### src/rtl/hmb_pkg.sv
package hmb_pkg;

  typedef enum logic [2:0] {
    HA_CTRL  = 3'd0,
    HA_CMD   = 3'd1,
    HA_STAT  = 3'd2,
    HA_VECT  = 3'd3,
    HA_ZERO  = 3'd4,
    HA_RSVD  = 3'd5,
    HA_BHI   = 3'd6,
    HA_BLO   = 3'd7
  } host_addr_e;

  typedef enum logic [1:0] {
    DS_CTRL = 2'd0,
    DS_STAT = 2'd1,
    DS_DATA = 2'd2,
    DS_NONE = 2'd3
  } dsp_sel_e;

  // bit positions shared by several registers
  localparam int unsigned B_FULL   = 0;
  localparam int unsigned B_EMPTY  = 1;
  localparam int unsigned B_CMD    = 2;
  localparam int unsigned B_FLAG_A = 3;
  localparam int unsigned B_FLAG_B = 4;
  localparam int unsigned B_DMA    = 7;
  localparam int unsigned CTL_W    = 5;

endpackage

### src/rtl/hmb_rst_sync.sv
module hmb_rst_sync (
  input  logic clk,
  input  logic rst_n,
  output logic rst_n_sync
);
  logic [1:0] stage_q;

  always_ff @(posedge clk or negedge rst_n) begin
    if (!rst_n) stage_q <= 2'b00;
    else        stage_q <= {stage_q[0], 1'b1};
  end

  assign rst_n_sync = stage_q[1];
endmodule

### src/rtl/hmb_h2d_path.sv
module hmb_h2d_path #(
  parameter int HB_W = 8
) (
  input  logic              clk,
  input  logic              rst_n,
  input  logic              wr_hi,
  input  logic              wr_lo,
  input  logic [HB_W-1:0]   wdata,
  input  logic              rd_word,
  output logic              txde,
  output logic              hrdf,
  output logic [2*HB_W-1:0] rx_word
);
  localparam int DW = 2 * HB_W;

  logic [HB_W-1:0] txh_q, txl_q;
  logic [DW-1:0]   rxw_q;
  logic            txde_q, hrdf_q;
  logic            txde_d, hrdf_d;
  logic            txh_en, txl_en, xfer;

  always_comb begin
    xfer   = !txde_q && !hrdf_q;
    txh_en = wr_hi && txde_q;
    txl_en = wr_lo && txde_q;
    txde_d = txde_q;
    hrdf_d = hrdf_q;
    if (txl_en)            txde_d = 1'b0;
    if (rd_word && hrdf_q) hrdf_d = 1'b0;
    if (xfer) begin
      txde_d = 1'b1;
      hrdf_d = 1'b1;
    end
  end

  always_ff @(posedge clk or negedge rst_n) begin
    if (!rst_n) begin
      txde_q <= 1'b1;
      hrdf_q <= 1'b0;
    end else begin
      txde_q <= txde_d;
      hrdf_q <= hrdf_d;
    end
  end

  always_ff @(posedge clk or negedge rst_n) begin
    if (!rst_n) begin
      txh_q <= '0;
      txl_q <= '0;
      rxw_q <= '0;
    end else begin
      if (txh_en) txh_q <= wdata;
      if (txl_en) txl_q <= wdata;
      if (xfer)   rxw_q <= {txh_q, txl_q};
    end
  end

  assign txde    = txde_q;
  assign hrdf    = hrdf_q;
  assign rx_word = rxw_q;

  // both flags clear means the word moves on at the next edge
  a_r3_auto_move: assert property (@(posedge clk) disable iff (!rst_n)
    (!txde_q && !hrdf_q) |=> (txde_q && hrdf_q));

  // a low byte offered while the stage is loaded is dropped
  a_r2_drop_low: assert property (@(posedge clk) disable iff (!rst_n)
    (wr_lo && !txde_q) |=> $stable(txl_q));

  // consuming a full word empties the receive stage
  a_r4_read_empties: assert property (@(posedge clk) disable iff (!rst_n)
    (rd_word && hrdf_q) |=> !hrdf_q);
endmodule

### src/rtl/hmb_d2h_path.sv
module hmb_d2h_path #(
  parameter int HB_W = 8
) (
  input  logic              clk,
  input  logic              rst_n,
  input  logic              wr_word,
  input  logic [2*HB_W-1:0] wdata,
  input  logic              rd_lo,
  output logic              htde,
  output logic              rxdf,
  output logic [HB_W-1:0]   rx_hi,
  output logic [HB_W-1:0]   rx_lo
);
  localparam int DW    = 2 * HB_W;
  localparam int LANES = DW / HB_W;

  logic [DW-1:0] txw_q;
  logic [DW-1:0] rx_bytes;
  logic          htde_q, rxdf_q;
  logic          htde_d, rxdf_d;
  logic          xfer;

  always_comb begin
    xfer   = !htde_q && !rxdf_q;
    htde_d = htde_q;
    rxdf_d = rxdf_q;
    if (rd_lo && rxdf_q) rxdf_d = 1'b0;
    if (xfer) begin
      htde_d = 1'b1;
      rxdf_d = 1'b1;
    end
    // a new word written in the transfer cycle refills the stage
    if (wr_word) htde_d = 1'b0;
  end

  always_ff @(posedge clk or negedge rst_n) begin
    if (!rst_n) begin
      htde_q <= 1'b1;
      rxdf_q <= 1'b0;
      txw_q  <= '0;
    end else begin
      htde_q <= htde_d;
      rxdf_q <= rxdf_d;
      if (wr_word) txw_q <= wdata;
    end
  end

  for (genvar g = 0; g < LANES; g++) begin : g_lane
    logic [HB_W-1:0] lane_q;
    always_ff @(posedge clk or negedge rst_n) begin
      if (!rst_n)    lane_q <= '0;
      else if (xfer) lane_q <= txw_q[g*HB_W +: HB_W];
    end
    assign rx_bytes[g*HB_W +: HB_W] = lane_q;
  end

  assign htde  = htde_q;
  assign rxdf  = rxdf_q;
  assign rx_hi = rx_bytes[DW-1 -: HB_W];
  assign rx_lo = rx_bytes[HB_W-1:0];

  // a DSP word write always leaves the send stage loaded
  a_r5_write_loads: assert property (@(posedge clk) disable iff (!rst_n)
    wr_word |=> !htde_q);

  // taking the low byte frees the host receive stage
  a_r6_low_read_frees: assert property (@(posedge clk) disable iff (!rst_n)
    (rd_lo && rxdf_q) |=> !rxdf_q);

  // a transfer fills the host bytes even when a new word lands
  a_r11_move_and_refill: assert property (@(posedge clk) disable iff (!rst_n)
    (!htde_q && !rxdf_q && wr_word) |=> (rxdf_q && !htde_q));
endmodule

### src/rtl/hmb_host_ctl.sv
module hmb_host_ctl #(
  parameter int              HB_W    = 8,
  parameter int              VEC_W   = 5,
  parameter logic [VEC_W-1:0] RST_VEC = 5'h16
) (
  input  logic            clk,
  input  logic            rst_n,
  input  logic            wr_ctrl,
  input  logic            wr_cmd,
  input  logic            wr_vect,
  input  logic [HB_W-1:0] wdata,
  input  logic            cmd_ack,
  output logic [HB_W-1:0] ctrl_byte,
  output logic [HB_W-1:0] cmd_byte,
  output logic [HB_W-1:0] vect_byte,
  output logic            flag_a,
  output logic            flag_b,
  output logic            cmd_pend
);
  import hmb_pkg::*;

  localparam int CMD_BIT = HB_W - 1;

  logic             req_rx_q, req_tx_q, fa_q, fb_q, hc_q;
  logic             req_rx_d, req_tx_d, fa_d, fb_d, hc_d;
  logic [VEC_W-1:0] vec_q, vec_d;
  logic [HB_W-1:0]  ivr_q, ivr_d;

  always_comb begin
    req_rx_d = req_rx_q;
    req_tx_d = req_tx_q;
    fa_d     = fa_q;
    fb_d     = fb_q;
    hc_d     = hc_q;
    vec_d    = vec_q;
    ivr_d    = ivr_q;
    if (wr_ctrl) begin
      req_rx_d = wdata[B_FULL];
      req_tx_d = wdata[B_EMPTY];
      fa_d     = wdata[B_FLAG_A];
      fb_d     = wdata[B_FLAG_B];
    end
    if (cmd_ack) hc_d = 1'b0;
    if (wr_cmd) begin
      hc_d  = wdata[CMD_BIT];
      vec_d = wdata[VEC_W-1:0];
    end
    if (wr_vect) ivr_d = wdata;
  end

  always_ff @(posedge clk or negedge rst_n) begin
    if (!rst_n) begin
      req_rx_q <= 1'b0;
      req_tx_q <= 1'b0;
      fa_q     <= 1'b0;
      fb_q     <= 1'b0;
      hc_q     <= 1'b0;
      vec_q    <= RST_VEC;
      ivr_q    <= '0;
    end else begin
      req_rx_q <= req_rx_d;
      req_tx_q <= req_tx_d;
      fa_q     <= fa_d;
      fb_q     <= fb_d;
      hc_q     <= hc_d;
      vec_q    <= vec_d;
      ivr_q    <= ivr_d;
    end
  end

  always_comb begin
    ctrl_byte           = '0;
    ctrl_byte[B_FULL]   = req_rx_q;
    ctrl_byte[B_EMPTY]  = req_tx_q;
    ctrl_byte[B_FLAG_A] = fa_q;
    ctrl_byte[B_FLAG_B] = fb_q;
    cmd_byte            = '0;
    cmd_byte[CMD_BIT]   = hc_q;
    cmd_byte[VEC_W-1:0] = vec_q;
  end

  assign vect_byte = ivr_q;
  assign flag_a    = fa_q;
  assign flag_b    = fb_q;
  assign cmd_pend  = hc_q;

  // an acknowledge with no competing host write retires the command
  a_r7_ack_clears: assert property (@(posedge clk) disable iff (!rst_n)
    (cmd_ack && !wr_cmd) |=> !hc_q);

  // a host command write with bit set wins over a same-cycle ack
  a_r7_write_wins: assert property (@(posedge clk) disable iff (!rst_n)
    (wr_cmd && wdata[CMD_BIT]) |=> hc_q);
endmodule

### src/rtl/hostif_mailbox.sv
module hostif_mailbox #(
  parameter int               HB_W       = 8,
  parameter int               VEC_W      = 5,
  parameter logic [VEC_W-1:0] RST_VEC    = 5'h16,
  parameter logic [2*HB_W-1:0] EMPTY_WORD = 16'hBEEF,
  parameter logic [HB_W-1:0]  EMPTY_BYTE = 8'hBF
) (
  input  logic              clk,
  input  logic              rst_n,
  input  logic [1:0]        d_sel,
  input  logic              d_wr,
  input  logic              d_rd,
  input  logic [2*HB_W-1:0] d_wdata,
  output logic [2*HB_W-1:0] d_rdata,
  input  logic              cmd_ack,
  output logic              irq_rx,
  output logic              irq_tx,
  output logic              irq_cmd,
  input  logic [2:0]        h_addr,
  input  logic              h_wr,
  input  logic              h_rd,
  input  logic [HB_W-1:0]   h_wdata,
  output logic [HB_W-1:0]   h_rdata
);
  import hmb_pkg::*;

  localparam int DW = 2 * HB_W;

  logic rst_q_n;

  logic h_wr_ctrl, h_wr_cmd, h_wr_vect, h_wr_hi, h_wr_lo, h_rd_lo;
  logic d_wr_ctl, d_wr_data, d_rd_data;

  logic              txde, hrdf, htde, rxdf;
  logic [DW-1:0]     rx_word;
  logic [HB_W-1:0]   rx_hi, rx_lo;
  logic [HB_W-1:0]   ctrl_byte, cmd_byte, vect_byte;
  logic              flag_a, flag_b, cmd_pend;

  logic [CTL_W-1:0]  ctl_q, ctl_d;
  logic              ctl_en;

  hmb_rst_sync u_rst (
    .clk        (clk),
    .rst_n      (rst_n),
    .rst_n_sync (rst_q_n)
  );

  // strobe decode
  always_comb begin
    h_wr_ctrl = h_wr && (host_addr_e'(h_addr) == HA_CTRL);
    h_wr_cmd  = h_wr && (host_addr_e'(h_addr) == HA_CMD);
    h_wr_vect = h_wr && (host_addr_e'(h_addr) == HA_VECT);
    h_wr_hi   = h_wr && (host_addr_e'(h_addr) == HA_BHI);
    h_wr_lo   = h_wr && (host_addr_e'(h_addr) == HA_BLO);
    h_rd_lo   = h_rd && (host_addr_e'(h_addr) == HA_BLO);
    d_wr_ctl  = d_wr && (dsp_sel_e'(d_sel) == DS_CTRL);
    d_wr_data = d_wr && (dsp_sel_e'(d_sel) == DS_DATA);
    d_rd_data = d_rd && (dsp_sel_e'(d_sel) == DS_DATA);
  end

  hmb_h2d_path #(.HB_W(HB_W)) u_h2d (
    .clk     (clk),
    .rst_n   (rst_q_n),
    .wr_hi   (h_wr_hi),
    .wr_lo   (h_wr_lo),
    .wdata   (h_wdata),
    .rd_word (d_rd_data),
    .txde    (txde),
    .hrdf    (hrdf),
    .rx_word (rx_word)
  );

  hmb_d2h_path #(.HB_W(HB_W)) u_d2h (
    .clk     (clk),
    .rst_n   (rst_q_n),
    .wr_word (d_wr_data),
    .wdata   (d_wdata),
    .rd_lo   (h_rd_lo),
    .htde    (htde),
    .rxdf    (rxdf),
    .rx_hi   (rx_hi),
    .rx_lo   (rx_lo)
  );

  hmb_host_ctl #(.HB_W(HB_W), .VEC_W(VEC_W), .RST_VEC(RST_VEC)) u_hctl (
    .clk       (clk),
    .rst_n     (rst_q_n),
    .wr_ctrl   (h_wr_ctrl),
    .wr_cmd    (h_wr_cmd),
    .wr_vect   (h_wr_vect),
    .wdata     (h_wdata),
    .cmd_ack   (cmd_ack),
    .ctrl_byte (ctrl_byte),
    .cmd_byte  (cmd_byte),
    .vect_byte (vect_byte),
    .flag_a    (flag_a),
    .flag_b    (flag_b),
    .cmd_pend  (cmd_pend)
  );

  // DSP control register
  always_comb begin
    ctl_en = d_wr_ctl;
    ctl_d  = d_wdata[CTL_W-1:0];
  end

  always_ff @(posedge clk or negedge rst_q_n) begin
    if (!rst_q_n)    ctl_q <= '0;
    else if (ctl_en) ctl_q <= ctl_d;
  end

  // DSP read mux
  always_comb begin
    d_rdata = '0;
    unique case (dsp_sel_e'(d_sel))
      DS_CTRL: d_rdata[CTL_W-1:0] = ctl_q;
      DS_STAT: begin
        d_rdata[B_FULL]   = hrdf;
        d_rdata[B_EMPTY]  = htde;
        d_rdata[B_CMD]    = cmd_pend;
        d_rdata[B_FLAG_A] = flag_a;
        d_rdata[B_FLAG_B] = flag_b;
        d_rdata[B_DMA]    = 1'b0;
      end
      DS_DATA: d_rdata = hrdf ? rx_word : EMPTY_WORD;
      default: d_rdata = '0;
    endcase
  end

  // host read mux
  always_comb begin
    h_rdata = '0;
    unique case (host_addr_e'(h_addr))
      HA_CTRL: h_rdata = ctrl_byte;
      HA_CMD:  h_rdata = cmd_byte;
      HA_STAT: begin
        h_rdata[B_FULL]   = rxdf;
        h_rdata[B_EMPTY]  = txde;
        h_rdata[B_FLAG_A] = ctl_q[B_FLAG_A];
        h_rdata[B_FLAG_B] = ctl_q[B_FLAG_B];
      end
      HA_VECT: h_rdata = vect_byte;
      HA_BHI:  h_rdata = rxdf ? rx_hi : EMPTY_BYTE;
      HA_BLO:  h_rdata = rxdf ? rx_lo : EMPTY_BYTE;
      default: h_rdata = '0;
    endcase
  end

  assign irq_rx  = hrdf     && ctl_q[B_FULL];
  assign irq_tx  = htde     && ctl_q[B_EMPTY];
  assign irq_cmd = cmd_pend && ctl_q[B_CMD];

  // with all enables off no request may be raised
  a_r9_masked_quiet: assert property (@(posedge clk) disable iff (!rst_q_n)
    (ctl_q[2:0] == 3'b000) |-> !(irq_rx || irq_tx || irq_cmd));

  // the DSP-to-host flags follow a control write at the next edge
  a_r8_flags_follow: assert property (@(posedge clk) disable iff (!rst_q_n)
    d_wr_ctl |=> (ctl_q[B_FLAG_B:B_FLAG_A] == $past(d_wdata[B_FLAG_B:B_FLAG_A])));
endmodule

### config.mk
export PLATFORM = sky130hd
export DESIGN_NAME = hostif_mailbox
export DESIGN_NICKNAME = d
export VERILOG_FILES = /design/src/rtl/hmb_pkg.sv /design/src/rtl/hmb_rst_sync.sv /design/src/rtl/hmb_h2d_path.sv /design/src/rtl/hmb_d2h_path.sv /design/src/rtl/hmb_host_ctl.sv /design/src/rtl/hostif_mailbox.sv
export SDC_FILE = /design/constraint.sdc
export NUM_CORES = 1
export LEC_CHECK = 0
export CELL_PAD_IN_SITES_DETAIL_PLACEMENT = 2
export CELL_PAD_IN_SITES_GLOBAL_PLACEMENT = 2
export CORE_MARGIN = 2
export CORE_UTILIZATION = 37
export CTS_BUF_LIST = sky130_fd_sc_hd__clkbuf_4 sky130_fd_sc_hd__clkbuf_8 sky130_fd_sc_hd__clkbuf_16
export DETAILED_ROUTE_END_ITERATION = 16
export GPL_TIMING_DRIVEN = 0
export HOLD_SLACK_MARGIN = 0.08
export PLACE_DENSITY_LB_ADDON = 0.1
export SLEW_MARGIN = 10
export SYNTH_ARGS = -nofsm -noshare
export SYNTH_HDL_FRONTEND = slang
export SYNTH_SLANG_ARGS = --single-unit
### constraint.sdc
create_clock -name clk -period 3.94 [get_ports clk]
set_input_delay 0.394 -clock clk [delete_from_list [all_inputs] [get_ports clk]]
set_output_delay 0.394 -clock clk [all_outputs]
set_load 0.005 [all_outputs]
### Word level (Yosys, flattened, before mapping)

Cells that the tools add are included.

* bits in latches: 0
* input port bits: 36
* memory bits (read-only): 0
* RAM bits: 0
* logic and storage cells: 76
* bits in registers: 93
* memories: 0

* div/mod/pow operators: 0
* $add $sub $neg: 0
* eq/ne operators: 7
* multiply operators: 0
* magnitude comparators: 0
* shifts and indexed selects: 0
* muxes and demuxes: 21
* bitwise operators: 0
* reduce and logical (&&, ||, !) cells: 29

Operators by type and width (number)
* $mux 8: 3
* $pmux 2 s6: 2
* $logic_and 1x1->1: 18
* $mux 16: 1
* $pmux 5 s3: 1
* $pmux 3 s4: 1
* $mux 1: 11
* $reduce_bool 2->1: 5
* $eq 3x2->1 const B: 2
* $eq 3x3->1 const B: 2
* $logic_not 1->1: 4
* $pmux 1 s4: 1
* $eq 3x1->1 const B: 1
* $logic_not 3->1: 1
* $eq 2x1->1 const B: 1
* $eq 2x2->1 const B: 1
* $logic_not 2->1: 1
* $mux 2: 1

### Depth between registers and ports, before layout

Gate-level depths: netlist (run 1).

* depth after elaboration: 5
* gate-level depth with buffers: 5
* gate-level depth less buffers: 3

### Hierarchy

From an unflattened synthesis (run 1), not the netlist that was laid out.

* cell total of the unflattened synthesis: 328
* area, all modules: 4469.3 um^2

By module, submodules not included
* hmb_h2d_path: cells an instance 73, area each 1330.0 um^2, seq. area each 852.1 um^2, instances 1
* hmb_d2h_path: cells an instance 73, area each 1316.3 um^2, seq. area each 852.1 um^2, instances 1
* hostif_mailbox: cells an instance 128, area each 953.4 um^2, seq. area each 125.1 um^2, instances 1
* hmb_host_ctl: cells an instance 51, area each 815.8 um^2, seq. area each 454.2 um^2, instances 1
* hmb_rst_sync: cells an instance 3, area each 53.8 um^2, seq. area each 50.0 um^2, instances 1

### Worst setup path before layout (run 1)

Ideal clock, no wire load.

* kind: input port to output port
* start: input h_addr[0]
* end: output h_rdata[2]
* path buffers: 2
* setup slack: 2.214 ns
* arrival: 1.332 ns
* cell stages on the path: 5
* cell sequence: buf_2 -> buf_2 -> mux2i_1 -> nand2_1 -> a32o_1

* cells in the longest elaborated chain, start to end: 2
* elaborated cells on any way between the ends: 5
* those cells by class: eq/ne (4); mux (1)

Ends and longest elaborated chain
* start, declared: RTL line hostif_mailbox.sv:19 `input logic [2:0] h_addr,`
* $eq 3x3->1 (tied with other cells): RTL line hostif_mailbox.sv:134 `unique case (host_addr_e'(h_addr))`
* $pmux 1 s4 (*): RTL line hostif_mailbox.sv:134
* end, declared: RTL line hostif_mailbox.sv:23 `output logic [HB_W-1:0] h_rdata`

Mark *: on every way between the ends. The rest lies on a longest branch, timed or not.

### Final worst setup path (run 1)

* start: input h_addr[0]
* end: output h_rdata[6]

* cells in the longest elaborated chain, start to end: 2
* elaborated cells on any way between the ends: 5
* those cells by class: eq/ne (4); mux (1)

Ends and longest elaborated chain (RTL line)
* $eq 3x3->1 (tied with other cells): hostif_mailbox.sv:134
* $pmux 3 s4 (*): hostif_mailbox.sv:134

Marked as above.

==> metrics.md, run 1 <==
| Metric | Value |
|---|---|
| GP Congestion | `~0.75` |
| MaxCap Viol Count | `0` |
| RR Startpoint | `u_d2h.rxdf$_DFFE_PN0P_` |
| Final hold vios | `0` |
| Synth top area share | `a little over half` |
| Crit Reg-Reg Endpoint | `u_d2h.rx_hi[2]$_DFFE_PN0P_` |
| Maximum vdd drop | `about 0.00027 V` |
| Post-CTS sizing | `0` |
| Max-slew violations | `0` |
| Clock Power Share | `24.4%` |
| RSZ-0062 raised after global routing | `false` |
| Layout area overhead | `24.8%` |
| Drt total wl | `between 10000 and 15000 um` |
| Outcome | `completed` |
| CTS sink cnt | `93` |
| Met3 Wirelength | `between 300 and 400 um` |
| Starting Density | `38.0%` |
| Worst Hold Class | `in -> async` |
| Kind of end point of the critical path | `output pin` |
| Worst Tran Pin Value | `0.647 ns` |
| DRC errors left | `0` |
| Antenna Nets Post-Route | `0` |
| Combinational Power Share | `24.0%` |
| Pin count of the biggest net entering global routing | `49` |
| Headroom to the max-slew limit | `between 50 and 60%` |
| Element type at the critical path start | `input pin` |
| Setup violators final | `0` |
| Setup TNS | `0 ns` |
| Die span in y | `about 110 um` |
| H-tree Lvls | `3` |
| Leading area contributor after synthesis | `dfrtp_1` |
| Required time of the critical path | `roughly 3.6 ns` |
| Fillers | `1102` |
| Seq/Total Area, Yosys | `a little under three fifths` |
| Number of vias per cell | `approximately 5.1` |
| Top post-synthesis cells by area | `dfrtp_1, mux2_2, dfstp_2` |
| # IOs | `63` |
| Highest metal used | `met4` |
| Worst EP arrival | `around 2.5 ns` |
| Synth top cells by count | `dfrtp_1, mux2_2, nand2_1` |
| DR iter-0 viols | `62` |
| Inserted Clock Buffers | `9` |
| Maximum clock frequency | `roughly 350 MHz` |
| Sequential share of power | `around half` |
| Hold buffers post-CTS | `0` |
| Root Driver | `clkbuf_8` |
| First-pass GRT wire length | `~17000 um` |
| Worst R2R Path Depth | `3` |
| Synth Cell Area | `4130 um^2` |
| DP Wirelength | `7580 um` |
| Wl on met1 | `5090 um` |
| CTS tree | `done` |
| Count leader, synth | `dfrtp_1` |
| Die width | `~110 um` |
| LEAKAGE | `around 2.2 nW` |
| Max clock buf depth | `2` |
| Total number of vias | `2751` |
| GR Overflow Total | `0` |
| Async SR Flop Fraction | `100%` |
| Share of layout cells above drive strength 1 | `a little under a third` |
| Avg Cell Area, Syn | `12.9 um^2` |
| Die area | `between 10000 and 15000 um^2` |
| Vias in the first global route | `~3000` |
| Number of inserted diodes | `0` |
| Gr usage total | `between 10% and 20%` |
| IO Port Bufs | `just over 60` |
| DR pass1 iterations | `4` |
| Yosys warns | `0` |
| Util after Layout | `between 40% and 50%` |
| Tot Pwr | `~2.8 mW` |
| Initial antenna violation count | `0` |
| Cell Rows | `38` |
| Skew final | `between 0.006 and 0.007 ns` |
| Post-synth EDFFs | `0` |
| Sw Pwr | `about 0.81 mW` |
| Sw Share | `around 30%` |
| Syn Inst Count | `320` |
| WL/cell | `a little under 20 um` |
| Postcts setup bufs | `0` |
| Metal2 WL | `about 4800 um` |
| Flop-to-flop setup slack | `between 2 and 2.5 ns` |
| Netlist cell types | `45` |
| Layout Nets | `about 430` |
| Critical Path Fanout Max | `10` |
| Min Tclk post-route | `slightly below 3 ns` |
| Core ar. | `between 10000 and 15000 um^2` |
| Int Power | `between 1.5 and 2 mW` |
| Worst-Skew Late Latency | `0.37 ns` |
| Period Utilization, post-route | `roughly three quarters` |
| Yosys reg bits | `93` |
| Clock transition at the registers of the reported paths | `0.10 ns` |
| Top_reg_cell synth | `dfrtp_1` |
| Critical path type | `in -> out` |
| PwrDens | `534 nW/um^2` |
| Syn Nets | `~360` |
==> per-stage QoR <==
| step | cells | hold slack (ns) | cell area (um^2) | setup slack, ns |
|---|---|---|---|---|
| 6_report | 538 | 0.161 | 5160 | 1.04 |
| 5_1_grt | 538 | 0.142 | 5160 | 0.916 |
| 4_1_cts | 538 | 0.141 | 5160 | 1.03 |
| 3_5_place_dp | 522 | 0.342 | 4950 | 1.04 |
| 3_3_place_gp | 521 | 0.341 | 4920 | 0.0547 |
| 2_1_floorplan | 320 | 0.0984 | 4130 | 1.17 |
==> cell families (layout without fill, tap and decap cells) <==
group,after synthesis,count (layout),share of synthesized area (%)
other,1,1,0.0907
multiplexers,86,86,23.3
flip-flops,93,93,56.5
AO/OA/AOI/OAI,47,47,6.90
buffers and inverters,28,106,3.12
AND/OR/NAND/NOR,65,65,10.1
==> worst max-delay path: stages <==
cell and delay, ns:
clkdlybuf4s50_1 0.46, buf_2 0.27, buf_2 0.31, and2b_1 0.22, nand2_1 0.07, a31oi_1 0.23, clkdlybuf4s50_1 0.55
==> layout by cell type, fill, tap and decap left out, drive strengths merged, types with 2 or more instances in the layout <==
cell type,count
dfrtp,88
mux2,82
clkdlybuf4s50,61
nand2,21
a21oi,15
o21ai,14
clkbuf,14
inv,13
buf,13
nand2b,7
nor2b,7
nand3,7
o221ai,5
dfstp,5
and2,4
mux2i,4
nor2,4
o22ai,3
nor3b,3
o211ai,2
a31oi,2
and3,2
o32ai,2
clkinvlp,2
clkinv,2
==> power by group through the flow <==
stage / Clock, mW / Sequential [mW] / Combinational (mW)
after detailed placement: 0 / 1.44 / 0.672
after CTS: 0.694 / 1.43 / 0.678
after floorplan: 0 / 1.37 / 0.432
final: 0.672 / 1.42 / 0.662
after global placement: 0 / 1.44 / 0.632
after global routing: 0.733 / 1.47 / 0.737
==> flip-flops by register name, indices dropped and copies added (netlist names) <==
register	flops
u_h2d.hrdf	1
u_d2h.txw_q	16
u_h2d.txde	1
u_hctl.vect_byte	8
u_h2d.rx_word	16
u_h2d.txh_q	8
u_hctl.vec_q	5
u_rst.stage_q	2
u_hctl.req_rx_q	1
u_d2h.htde	1
u_hctl.flag_a	1
u_d2h.rx_lo	8
ctl_q	5
u_hctl.flag_b	1
u_d2h.rx_hi	8
u_hctl.cmd_pend	1
u_d2h.rxdf	1
u_h2d.txl_q	8
u_hctl.req_tx_q	1
==> how the worst max path moves through the flow <==
stage | to | startpoint | depth (start not counted)
3_3_place_gp | u_d2h.txw_q[1]$_DFFE_PN0P_ | u_rst.stage_q[1]$_DFF_PN0_ | 0
3_5_place_dp | h_rdata[2] | h_addr[0] | 7
6_report | h_rdata[6] | h_addr[0] | 7
4_1_cts | h_rdata[3] | h_addr[1] | 6
2_1_floorplan | ctl_q[0]$_DFFE_PN0P_ | u_rst.stage_q[1]$_DFF_PN0_ | 0
5_1_grt | h_rdata[6] | h_addr[0] | 7
==> final cells by class <==
cell class / instances / area [um^2] / share of cell area [%]
inverter: 11 / 41.3 / 0.801
clock inverter: 7 / 82.6 / 1.60
sequential: 93 / 2340 / 45.3
tap: 140 / 175 / 3.40
multi-input combinational: 199 / 1670 / 32.4
timing repair buffer: 62 / 638 / 12.4
buffer: 17 / 87.6 / 1.70
clock buffer: 9 / 124 / 2.40
==> per-layer routing <==
| metal | global-route usage, % | vias up |
|---|---|---|
| met3 | 4.51 | 8 |
| met5 | 0 | - |
| li1 | - | 1273 |
| met4 | 5.42 | 0 |
| met1 | 27.2 | 1425 |
| met2 | 29.0 | 45 |
Note: power is estimated with default switching activity, not from simulation.
==> run 2: changes to the inputs <==
==> constraint.sdc (replaced) <==
create_clock -name clk -period 2.91 [get_ports clk]
set_input_delay 0.291 -clock clk [delete_from_list [all_inputs] [get_ports clk]]
set_output_delay 0.291 -clock clk [all_outputs]
set_load 0.005 [all_outputs]
==> run 2 against run 1 <==
Effect of this change:
- setup slack lost 0.82 ns
- routed wire length is essentially flat
- hold slack gained 0.20 ns
- highest routed layer unchanged
- sequential cell count is the same
- via count grew 0.98%
==> metrics.md, run 2 (synthesis results as in run 1) <==
| Metric | Value |
|---|---|
| Drt total wl | `roughly 10000 um` |
| Area of the multi-input gates | `1670 um^2` |
| Die span in y | `110 um` |
| Antenna Nets Post-Route | `0` |
| Fillers | `~1100` |
| RSZ-0062 raised after global routing | `false` |
| Required time of the critical path | `between 2 and 3 ns` |
| GP Congestion | `0.750` |
| Vias in the first global route | `3011` |
| GR Overflow Total | `0` |
| Worst path slowest cell | `clkdlybuf4s50_1` |
| Worst R2R Path Depth | `3` |
| IO Port Bufs | `slightly above 60` |
| Die width | `between 100 and 150 um` |
| Maximum vdd drop | `about 0.00036 V` |
| DR pass1 iterations | `4` |
| Final hold vios | `0` |
| Flop-to-flop setup slack | `1.15 ns` |
| WL/cell | `19.2 um` |
| Core ar. | `10900 um^2` |
| RR Startpoint | `u_d2h.rxdf$_DFFE_PN0P_` |
| Total number of vias | `roughly 2800` |
| Critical Path Fanout Max | `10` |
| Max stage delay on crit path | `between 0.5 and 0.6 ns` |
| Finished Layout Cells | `roughly 540` |
| Hold buffers post-CTS | `1` |
| Worst Tran Pin Value | `0.657 ns` |
| Die area | `12000 um^2` |
| DRC errors left | `0` |
| Initial antenna violation count | `0` |
| Setup TNS | `0 ns` |
| CTS tree | `done` |
| # IOs | `63` |
| Pin count of the biggest net entering global routing | `49` |
| Tot Pwr | `between 3 and 4 mW` |
| Max clock buf depth | `2` |
| Inserted Clock Buffers | `9` |
| Kind of end point of the critical path | `output pin` |
| Post-CTS sizing | `0` |
| Final hold slack | `0.359 ns` |
| CP top delay family | `buffers and inverters` |
| Postcts setup bufs | `0` |
| Clock transition at the registers of the reported paths | `0.10 ns` |
| Root Driver | `clkbuf_8` |
| Headroom to the max-slew limit | `roughly 56%` |
| Max-slew violations | `0` |
| Layout area overhead | `25.0%` |
| Commonest non-fill, non-tap cell in the layout | `dfrtp_1` |
| Worst Hold Class | `reg -> async` |
| Share of layout cells above drive strength 1 | `31.8%` |
| Util after Layout | `approximately 47%` |
| Worst EP arrival | `2.40 ns` |
| MaxCap Viol Count | `0` |
| Number of vias per cell | `roughly 5` |
| Crit-path cells | `clkdlybuf4s50_1, buf_2, buf_2, and2b_1, nand2_1, a31oi_1, clkdlybuf4s50_1` |
| H-tree Lvls | `3` |
| CP startpoint | `h_addr[0]` |
| Maximum clock frequency | `about 370 MHz` |
| DP Wirelength | `7580 um` |
| Crit Reg-Reg Endpoint | `u_d2h.rx_hi[2]$_DFFE_PN0P_` |
| Gr usage total | `between 10% and 20%` |
| LEAKAGE | `around 2.2 nW` |
| Cell Rows | `38` |
| CTS sink cnt | `93` |
| Number of inserted diodes | `0` |
| Starting Density | `around 38%` |
| Period Utilization, post-route | `around 92%` |
| Cell total after placement | `about 520` |
| Element type at the critical path start | `input pin` |
| Min Tclk post-route | `~2.7 ns` |
| Most frequent cells in the layout | `dfrtp_1, mux2_2, clkdlybuf4s50_1, nand2_1, a21oi_1` |
| Worst-Skew Late Latency | `~0.38 ns` |
| Setup violators final | `0` |
| DR iter-0 viols | `56` |
| PwrDens | `approximately 720 nW/um^2` |
| Critical path type | `in -> out` |
| Buf+Inv Stages, Crit Path | `4` |
| Layout Nets | `430` |
| Sequential cell area | `~2300 um^2` |
| Skew final | `~0.0067 ns` |
| Outcome | `completed` |
| First-pass GRT wire length | `about 17000 um` |
[run 2: area by class of cell]
type | count | area share [%]
buffer | 17 | 1.70
clock buffer | 9 | 2.40
clock inverter | 7 | 1.60
inverter | 11 | 0.799
multi-input combinational | 199 | 32.3
sequential | 93 | 45.2
tap | 140 | 3.39
timing repair buffer | 63 | 12.5
[run 2: metal layers]
layer / GRT usage (%) / share of wire (%)
met1: 27.2 / 49
met2: 29.1 / 47
met3: 4.51 / 3.1
met4: 5.42 / 1.2
met5: 0 / 0
[run 2: worst max-delay path by stage]
stage                                      end  depth (start not counted)
floorplan                 ctl_q[0]$_DFFE_PN0P_                          0
global placement    u_d2h.txw_q[1]$_DFFE_PN0P_                          0
detailed placement                  h_rdata[2]                          7
CTS                                 h_rdata[1]                          5
global route                        h_rdata[1]                          5
finish                              h_rdata[6]                          7
[run 2: stage by stage]
| stage | worst slack, ns | cell area, um^2 |
|---|---|---|
| after floorplan | 0.136 | 4130 |
| after global placement | -0.975 | 4920 |
| after detailed placement | 0.213 | 4950 |
| after CTS | 0.179 | 5170 |
| after global routing | 0.0599 | 5170 |
| final | 0.219 | 5170 |
[run 2: power by group]
| part | internal, mW | switching [mW] |
|---|---|---|
| combinational | 0.536 | 0.363 |
| sequential | 1.69 | 0.231 |
| clock | 0.409 | 0.499 |
